`src/rtl/bus_rel_pkg.sv`:
```
package bus_rel_pkg;
  typedef enum logic [2:0] {
    ST_OWNED,
    ST_WAIT_END,
    ST_PRECHG,
    ST_ACK,
    ST_RELEASED,
    ST_RECL_CTRL,
    ST_RECL_ADDR
  } rel_state_e;
endpackage

```
`src/rtl/bus_req_sampler.sv`:
```
module bus_req_sampler #(
  parameter int NEG_CYCLES = 2,
  localparam int CNT_W = $clog2(NEG_CYCLES + 1)
) (
  input  logic clk_i,
  input  logic rst_ni,
  input  logic breq_ni,
  output logic req_o,
  output logic neg_ok_o
);
  localparam logic [CNT_W-1:0] NEG_MAX = CNT_W'(NEG_CYCLES);

  logic [CNT_W-1:0] neg_cnt_q;

  always_ff @(posedge clk_i or negedge rst_ni) begin
    if (!rst_ni) begin
      req_o     <= 1'b0;
      neg_cnt_q <= '0;
    end else begin
      req_o <= ~breq_ni;
      if (!breq_ni)             neg_cnt_q <= '0;
      else if (neg_cnt_q != NEG_MAX) neg_cnt_q <= neg_cnt_q + 1'b1;
    end
  end

  assign neg_ok_o = (neg_cnt_q == NEG_MAX);

  a_r10_low_restarts: assert property (@(posedge clk_i) disable iff (!rst_ni)
    !breq_ni |=> neg_cnt_q == '0);
  a_r10_count_bounded: assert property (@(posedge clk_i) disable iff (!rst_ni)
    neg_cnt_q <= NEG_MAX);
endmodule

```
`src/rtl/bus_rel_fsm.sv`:
```
module bus_rel_fsm
  import bus_rel_pkg::*;
(
  input  logic       clk_i,
  input  logic       rst_ni,
  input  logic       req_i,
  input  logic       neg_ok_i,
  input  logic       cycle_busy_i,
  input  logic       bank_open_i,
  input  logic       pchg_done_i,
  input  logic       refresh_req_i,
  output rel_state_e state_o,
  output logic       rfsh_pend_o
);
  rel_state_e state_q, state_d;
  logic       rfsh_q, rfsh_d;

  always_comb begin
    state_d = state_q;
    unique case (state_q)
      ST_OWNED:     if (req_i) state_d = cycle_busy_i ? ST_WAIT_END :
                                        (bank_open_i ? ST_PRECHG : ST_ACK);
      ST_WAIT_END:  if (!cycle_busy_i) state_d = bank_open_i ? ST_PRECHG : ST_ACK;
      ST_PRECHG:    if (pchg_done_i) state_d = ST_ACK;
      ST_ACK:       state_d = ST_RELEASED;
      ST_RELEASED:  if (neg_ok_i) state_d = ST_RECL_CTRL;
      ST_RECL_CTRL: state_d = ST_RECL_ADDR;
      ST_RECL_ADDR: state_d = ST_OWNED;
      default:      state_d = ST_OWNED;
    endcase
  end

  // refresh withdrawal lives only while released and not yet reclaiming
  assign rfsh_d = (state_q == ST_RELEASED) && !neg_ok_i && (rfsh_q || refresh_req_i);

  always_ff @(posedge clk_i or negedge rst_ni) begin
    if (!rst_ni) begin
      state_q <= ST_OWNED;
      rfsh_q  <= 1'b0;
    end else begin
      state_q <= state_d;
      rfsh_q  <= rfsh_d;
    end
  end

  assign state_o     = state_q;
  assign rfsh_pend_o = rfsh_q;

  a_r3_hold_while_busy: assert property (@(posedge clk_i) disable iff (!rst_ni)
    (state_q == ST_WAIT_END) && cycle_busy_i |=> state_q == ST_WAIT_END);
  a_r9_pend_persists: assert property (@(posedge clk_i) disable iff (!rst_ni)
    rfsh_q && (state_q == ST_RELEASED) && !neg_ok_i |=> rfsh_q);
  a_r10_reclaim_needs_run: assert property (@(posedge clk_i) disable iff (!rst_ni)
    (state_q == ST_RELEASED) && !neg_ok_i |=> state_q == ST_RELEASED);
endmodule

```
`src/rtl/bus_oe_decode.sv`:
```
module bus_oe_decode
  import bus_rel_pkg::*;
(
  input  rel_state_e state_i,
  input  logic       rfsh_pend_i,
  output logic       ack_no,
  output logic       ctrl_oe_o,
  output logic       addr_oe_o,
  output logic       data_oe_o,
  output logic       strobe_idle_o,
  output logic       pchg_cmd_o,
  output logic       bus_owned_o
);
  logic ad_oe;

  always_comb begin
    ack_no        = 1'b1;
    ctrl_oe_o     = 1'b1;
    ad_oe         = 1'b1;
    strobe_idle_o = 1'b0;
    pchg_cmd_o    = 1'b0;
    bus_owned_o   = 1'b0;
    unique case (state_i)
      ST_OWNED, ST_RECL_ADDR: bus_owned_o = 1'b1;
      ST_WAIT_END: ;
      ST_PRECHG:   pchg_cmd_o = 1'b1;
      ST_ACK: begin
        ack_no        = 1'b0;
        strobe_idle_o = 1'b1;
      end
      ST_RELEASED: begin
        ack_no        = rfsh_pend_i;
        ctrl_oe_o     = 1'b0;
        ad_oe         = 1'b0;
        strobe_idle_o = 1'b1;
      end
      ST_RECL_CTRL: begin
        ad_oe         = 1'b0;
        strobe_idle_o = 1'b1;
      end
      default: ;
    endcase
  end

  assign addr_oe_o = ad_oe;
  assign data_oe_o = ad_oe;
endmodule

```
`src/rtl/bus_release_arb.sv`:
```
module bus_release_arb
  import bus_rel_pkg::*;
#(
  parameter int NEG_CYCLES = 2
) (
  input  logic clk_i,
  input  logic rst_ni,
  input  logic breq_ni,
  input  logic cycle_busy_i,
  input  logic bank_open_i,
  input  logic pchg_done_i,
  input  logic refresh_req_i,
  output logic breq_ack_no,
  output logic ctrl_oe_o,
  output logic addr_oe_o,
  output logic data_oe_o,
  output logic strobe_idle_o,
  output logic pchg_cmd_o,
  output logic bus_owned_o
);
  logic       req_s, neg_ok;
  rel_state_e state;
  logic       rfsh_pend;

  bus_req_sampler #(.NEG_CYCLES(NEG_CYCLES)) u_sampler (
    .clk_i    (clk_i),
    .rst_ni   (rst_ni),
    .breq_ni  (breq_ni),
    .req_o    (req_s),
    .neg_ok_o (neg_ok)
  );

  bus_rel_fsm u_fsm (
    .clk_i         (clk_i),
    .rst_ni        (rst_ni),
    .req_i         (req_s),
    .neg_ok_i      (neg_ok),
    .cycle_busy_i  (cycle_busy_i),
    .bank_open_i   (bank_open_i),
    .pchg_done_i   (pchg_done_i),
    .refresh_req_i (refresh_req_i),
    .state_o       (state),
    .rfsh_pend_o   (rfsh_pend)
  );

  bus_oe_decode u_decode (
    .state_i       (state),
    .rfsh_pend_i   (rfsh_pend),
    .ack_no        (breq_ack_no),
    .ctrl_oe_o     (ctrl_oe_o),
    .addr_oe_o     (addr_oe_o),
    .data_oe_o     (data_oe_o),
    .strobe_idle_o (strobe_idle_o),
    .pchg_cmd_o    (pchg_cmd_o),
    .bus_owned_o   (bus_owned_o)
  );

  a_r4_no_ack_in_prechg: assert property (@(posedge clk_i) disable iff (!rst_ni)
    pchg_cmd_o |-> breq_ack_no && ctrl_oe_o);
  a_r5_float_after_ack: assert property (@(posedge clk_i) disable iff (!rst_ni)
    $fell(breq_ack_no) |=> !ctrl_oe_o && !addr_oe_o && !data_oe_o);
  a_r6_idle_before_float: assert property (@(posedge clk_i) disable iff (!rst_ni)
    $fell(ctrl_oe_o) |-> $past(strobe_idle_o));
  a_r7_ctrl_first: assert property (@(posedge clk_i) disable iff (!rst_ni)
    $rose(ctrl_oe_o) |-> breq_ack_no && !addr_oe_o && !data_oe_o);
  a_r7_addr_next: assert property (@(posedge clk_i) disable iff (!rst_ni)
    $rose(ctrl_oe_o) |=> addr_oe_o && data_oe_o);
  a_r8_owned_drives: assert property (@(posedge clk_i) disable iff (!rst_ni)
    bus_owned_o |-> ctrl_oe_o && addr_oe_o && data_oe_o);
endmodule

```
`config.mk`:
```
export PLATFORM = sky130hd
export DESIGN_NAME = bus_release_arb
export DESIGN_NICKNAME = d
export VERILOG_FILES = /design/src/rtl/bus_rel_pkg.sv /design/src/rtl/bus_req_sampler.sv /design/src/rtl/bus_rel_fsm.sv /design/src/rtl/bus_oe_decode.sv /design/src/rtl/bus_release_arb.sv
export SDC_FILE = /design/constraint.sdc
export NUM_CORES = 1
export LEC_CHECK = 0
export BUFFER_PORTS_ARGS = -buffer_cell sky130_fd_sc_hd__buf_2
export CAP_MARGIN = 20
export CORE_AREA = 2 2 39 41
export DETAILED_ROUTE_END_ITERATION = 8
export DIE_AREA = 0 0 41 43
export GPL_TIMING_DRIVEN = 1
export PLACE_DENSITY = 0.57
export SLEW_MARGIN = 10
export SYNTH_ARGS = -nofsm -noshare
export SYNTH_HDL_FRONTEND = slang
export SYNTH_HIERARCHICAL = 1
export SYNTH_SLANG_ARGS = --single-unit
```
`constraint.sdc`:
```
create_clock -name clk_i -period 1.7 [get_ports clk_i]
set_input_delay 0 -clock clk_i [delete_from_list [all_inputs] [get_ports clk_i]]
set_output_delay 0 -clock clk_i [all_outputs]
set_load 0.05 [all_outputs]
```
After elaboration in Yosys (flattened, before gate mapping)
Cells that the tools add are included.
{"block": "classes", "n_mux": 15, "bitwise": 1, "n_addsub": 1, "reduce_logical": 9, "eq_ne": 13}
{"cell": "$pmux 3 s6", "n": 1}
{"cell": "$mux 3", "n": 4}
{"cell": "$ne 2x2->1 const B", "n": 5}
{"cell": "$eq 3x3->1 const B", "n": 3}
{"cell": "$eq 3x2->1 const B", "n": 2}
{"cell": "$mux 1", "n": 6}
{"cell": "$mux 2", "n": 3}
{"cell": "$reduce_and 4->1", "n": 1}
{"cell": "$reduce_or 2->1", "n": 2}
{"cell": "$eq 3x1->1 const B", "n": 1}
{"cell": "$logic_not 3->1", "n": 1}
{"cell": "$reduce_or 3->1", "n": 1}
{"cell": "$add 2x1->2 const B", "n": 1}
{"cell": "$eq 2x2->1 const B", "n": 1}
{"cell": "$logic_and 1x1->1", "n": 2}
{"cell": "$ne 2x1->1 const B", "n": 1}
{"cell": "$pmux 1 s2", "n": 1}
{"cell": "$logic_not 1->1", "n": 1}
{"cell": "$logic_or 1x1->1", "n": 1}
{"cell": "$not 1->1", "n": 1}
{"block": "totals", "register_bits": 7, "out_inout_bits": 7, "word_cells": 43}

Longest topological paths before layout
{"block": "logic_depth", "word_depth": 4, "mapped_depth": 4, "depth_no_buf": 4}

Hierarchy
Netlist, hierarchy kept.
{"module": "bus_rel_fsm", "seq_area_each_um2": 100.1, "cells_each": 17, "area_each_um2": 186.4, "instances": 1}
{"module": "bus_req_sampler", "seq_area_each_um2": 75.1, "cells_each": 11, "area_each_um2": 126.4, "instances": 1}
{"module": "bus_oe_decode", "seq_area_each_um2": 0.0, "cells_each": 9, "area_each_um2": 67.6, "instances": 1}

Worst setup path after synthesis
No wires, ideal clock.
{"block": "synth_path", "path_kind": "register to output", "from": "register u_fsm.state_q[2], in the netlist u_fsm/state_o[2]", "to": "output port pchg_cmd_o", "slack_ns": 0.037, "required_time_ns": 1.700, "path_stages_with_launch": 2, "arrival_ns": 1.663, "path_buffers": 0, "path_cell_list": "dfrtp_1 nor3b_1"}
{"block": "synth_between", "elab_chain_len": 2}
{"element": "start: declaration", "line": "bus_rel_fsm.sv:15", "text": "rel_state_e state_q, state_d;"}
{"element": "start signal: assignment", "line": "bus_rel_fsm.sv:41", "text": "state_q <= state_d;"}
{"element": "$eq 3x2->1", "line": "bus_oe_decode.sv:23", "text": "unique case (state_i)"}
{"element": "$mux 1", "line": "bus_oe_decode.sv:23"}
{"element": "end: declaration", "line": "bus_release_arb.sv:18", "text": "output logic pchg_cmd_o,"}
Every way passes these cells.

Worst setup path in the final report
{"block": "layout_path", "from": "register u_fsm.state_q[1], in the netlist u_fsm/state_o[1]", "to": "output port breq_ack_no"}
{"block": "layout_between", "elab_chain_len": 2, "elab_cells_between_ends": 3, "cone_classes": "2 x eq/ne; 1 x mux"}
{"element": "$eq 3x3->1 or $eq 3x2->1 (tied branches)", "line": "bus_oe_decode.sv:23"}
{"element": "$pmux 1 s2 *", "line": "bus_oe_decode.sv:23"}
{"element": "end: declaration", "line": "bus_release_arb.sv:13", "text": "output logic breq_ack_no,"}
Every way passes the cells marked *; elsewhere a longest branch is shown, timed or not.

==> PnR_summary.wiki <==
{| class="wikitable"
! Metric !! Value
|-
| Status || completed
|-
| Global-route wire length before repair || 1.17 mm
|-
| Power per unit of standard cell area || 2160 nW/um^2
|-
| Number of hold-slack violations in the final timing report || 0
|-
| Stages on the worst setup path || 3
|-
| Number of synthesis warnings || 6
|-
| Max-slew violation count || 0
|-
| Reg2Reg Depth || 3
|-
| Crit-path max cell delay || 460 ps
|-
| Cell total after placement || 65
|-
| Capturing point of the worst reg2reg path || u_fsm/state_o[0]
|-
| IO Pins || 14
|-
| Worst Path Required || 1700 ps
|-
| Post-Syn Nets || 45
|-
| Setup slack at placement || 558 ps
|-
| Final-layout worst hold slack || 42.5 ps
|-
| Endpoint of the worst hold path || u_fsm/rfsh_pend_o
|-
| Number of cells in the finished layout apart from fillers || 71
|-
| Sequential fraction of the synthesis area || 0.461
|-
| Critical Path End Type || output pin
|-
| Via count normalized by instance count || 4.42
|-
| Placer's final routability congestion estimate || 0.609
|-
| Number of antenna violations at the first check in global routing || 0
|-
| Top area cells in the synthesized netlist || sky130_fd_sc_hd__dfrtp_1, sky130_fd_sc_hd__xor2_1, sky130_fd_sc_hd__inv_1
|-
| Largest net degree at the start of global routing || 12
|-
| Root buffer cell || sky130_fd_sc_hd__clkbuf_4
|-
| Layout Skew || 1.52 ps
|-
| Multi-input gate area in the final layout || 183 um^2
|-
| Setup WS post-layout || 363 ps
|-
| Buffer levels on the longest clock path || 2
|-
| Max transition margin || 0.784
|-
| Count of routing violations after the opening detailed-route iteration || 5
|-
| Vertical die dimension || 43 um
|-
| Number of different library cells in the post-synthesis netlist || 23
|-
| Critical path peak fanout || 9
|-
| Setup-failing EPs final || 0
|-
| Launch point of the worst reg-to-reg path || u_fsm/state_o[1]
|-
| End-of-flow core utilization || 0.364
|-
| Number of maximum-capacitance constraint violations || 0
|-
| Clock buffer count from CTS || 3
|-
| Worst endpoint data arrival time || 1340 ps
|-
| Async S/R FF share, synth || 1.00
|-
| Clock tree sinks || 7
|-
| Share of final-layout standard cells stronger than drive strength 1 || 0.327
|-
| Congestion Overflow GR || 0
|-
| Final layout net count || 64
|-
| Routed wirelength normalized by instance count || 9.58 um
|-
| Launch instance of the worst min-delay path || refresh_req_i
|-
| Port Buf Inserts || 13
|-
| Overall Power || 1.09 mW
|-
| DRC || 0
|-
| Placed cell area || 458 um^2
|-
| Number of global-route vias before repair || 303
|-
| FILL cells || between 100 and 150
|-
| Fmax || 748 MHz
|-
| Setup TNS after final layout || 0 ps
|-
| Top cell type's share of synthesized area || 0.461
|-
| Most repeated cell in the gate-level netlist after synthesis || sky130_fd_sc_hd__dfrtp_1
|-
| EDFF count, synth || 0
|-
| Cells after synthesis || 37
|-
| Element type at the critical path start || register
|-
| Netlist area before placement || 380 um^2
|-
| Minimum clock period after layout || 1340 ps
|-
| Number of flip-flops and latches in the synthesized netlist || 7
|-
| Type of the setup path with the least slack || reg2out
|-
| Library cell occupying the most area in the post-synthesis netlist || sky130_fd_sc_hd__dfrtp_1
|-
| Setup Buffers After CTS || 0
|-
| FF-to-FF setup slack || ~540 ps
|-
| Remaining number of nets flagged by the antenna check after routing || 0
|-
| Starting density of the core || 0.275
|-
| Reg area || roughly 180 um^2
|-
| Post-synth top flop || sky130_fd_sc_hd__dfrtp_1
|-
| Post-DP HPWL || slightly below 500 um
|-
| Overall die area || around 1800 um^2
|-
| Wire length reported by the detailed router || 680 um
|-
| TritonCTS clock tree || yes
|-
| Average instance area after synthesis || 10.3 um^2
|-
| Overall via count from detail_route || 314
|-
| H-tree depth || 1
|-
| Overall global routing resource usage || 0.101
|-
| Worst hold path class || in2reg
|-
| CP max-delay cell || sky130_fd_sc_hd__dfrtp_1
|-
| Layout Area Growth over Synthesis || 32.6%
|-
| Cell breakdown of the critical path || nand2b_4 -> o31a_1 -> buf_2
|-
| Top cells by instance count after synthesis || sky130_fd_sc_hd__dfrtp_1, sky130_fd_sc_hd__inv_1, sky130_fd_sc_hd__nor2_1
|-
| LEAKAGE || 0.256 nW
|-
| Total number of placement rows || 14
|-
| Design area || roughly 500 um^2
|-
| Share of the cycle needed by the critical path after routing || 0.787
|-
| Die Span X || a little over 40 um
|-
| Cell family with the largest share of critical-path delay || flip-flops
|-
| Number of antenna repair diodes || 0
|-
| Worst-Skew Late Latency || 240 ps
|-
| Core area || approximately 1400 um^2
|-
| Setup repair after global routing missed its margin || false
|-
| Count of TritonRoute iterations in the first routing pass || 3
|-
| Clock slew at reported path FFs || 50 ps
|-
| Measured slew at the worst slew-check pin || approximately 320 ps
|-
| Number of cells on the worst hold path || 3
|-
| Worst IR drop on VDD || slightly below 900 uV
|-
| Buffers & Inverters on Critical Path || 1
|}
[worst max-delay path by stage]
| stage | from | end | slack, ps |
|---|---|---|---|
| floorplan | u_fsm/state_o[2] | pchg_cmd_o | 40 |
| global placement | u_fsm/state_o[2] | u_fsm/state_o[0] | 590 |
| detailed placement | u_fsm/state_o[2] | u_fsm/state_o[0] | 560 |
| CTS | u_fsm/state_o[1] | breq_ack_no | 350 |
| global route | u_fsm/state_o[2] | breq_ack_no | 280 |
| finish | u_fsm/state_o[1] | breq_ack_no | 360 |
[routing by layer]
metal,wire length (um),global-route usage,share of wire,vias to the layer above
li1,-,-,-,164
met1,330,0.130,0.49,138
met2,289,0.131,0.43,12
met3,61,0.0209,0.090,0
met4,0,0.100,0,0
met5,0,0,0,-
[sequential cells by signal, summed over array words and instances (netlist names)]
name	flops
u_sampler/req_o	1
u_fsm/state_o	3
u_fsm/rfsh_pend_o	1
u_sampler/neg_cnt_q	2
[worst min-delay path, delay by kind of cell]
kind	cells	cell delay (ps)
buf+inv	1	90
simple gates	2	150
[kinds of logic after synthesis]
group / count (synthesis) / synth area share
buffers and inverters: 5 / 0.0592
flip-flops: 7 / 0.461
XOR/XNOR: 2 / 0.0461
AO/OA/AOI/OAI: 9 / 0.184
adder cells (fa/ha/maj): 1 / 0.0329
AND/OR/NAND/NOR: 13 / 0.217
[layout by cell type (no fill, tap or decap), drive strengths merged]
cell type | Yosys | routed
buf | 1 | 13
dfrtp | 7 | 7
inv | 4 | 4
clkbuf | 0 | 4
nor2 | 3 | 3
dlygate4sd3 | 0 | 2
or2 | 2 | 2
nand2 | 2 | 2
xor2 | 2 | 2
a21oi | 2 | 2
nand2b | 1 | 1
nand3b | 1 | 1
nor3b | 1 | 1
o31a | 1 | 1
and2b | 1 | 1
nor4b | 1 | 1
nor2b | 1 | 1
a21o | 1 | 1
o211ai | 1 | 1
o31ai | 1 | 1
o2bb2ai | 1 | 1
a22oi | 1 | 1
o32ai | 1 | 1
ha | 1 | 1
[where the power goes]
| part | internal [mW] | switching [mW] | leakage [nW] |
|---|---|---|---|
| Sequential | 0.226 | 0.0957 | 0.0891 |
| Combinational | 0.202 | 0.421 | 0.152 |
| Clock | 0.0891 | 0.0539 | 0.0150 |
| Total | 0.517 | 0.571 | 0.256 |
[repair_timing]
| item | 4_1_cts | 5_1_grt |
|---|---|---|
| hold buffers | 2 | 0 |
| setup endpoints to repair | 0 | 0 |
| resized for setup | 0 | 0 |
| hold endpoints to repair | 8 | 0 |
[final cells by class]
cell class	instances	area share
multi-input combinational	25	0.362
sequential	7	0.347
timing repair buffer	15	0.169
clock buffer	4	0.0521
tap	16	0.0397
inverter	4	0.0298
Note: power is estimated with default switching activity, not from simulation.
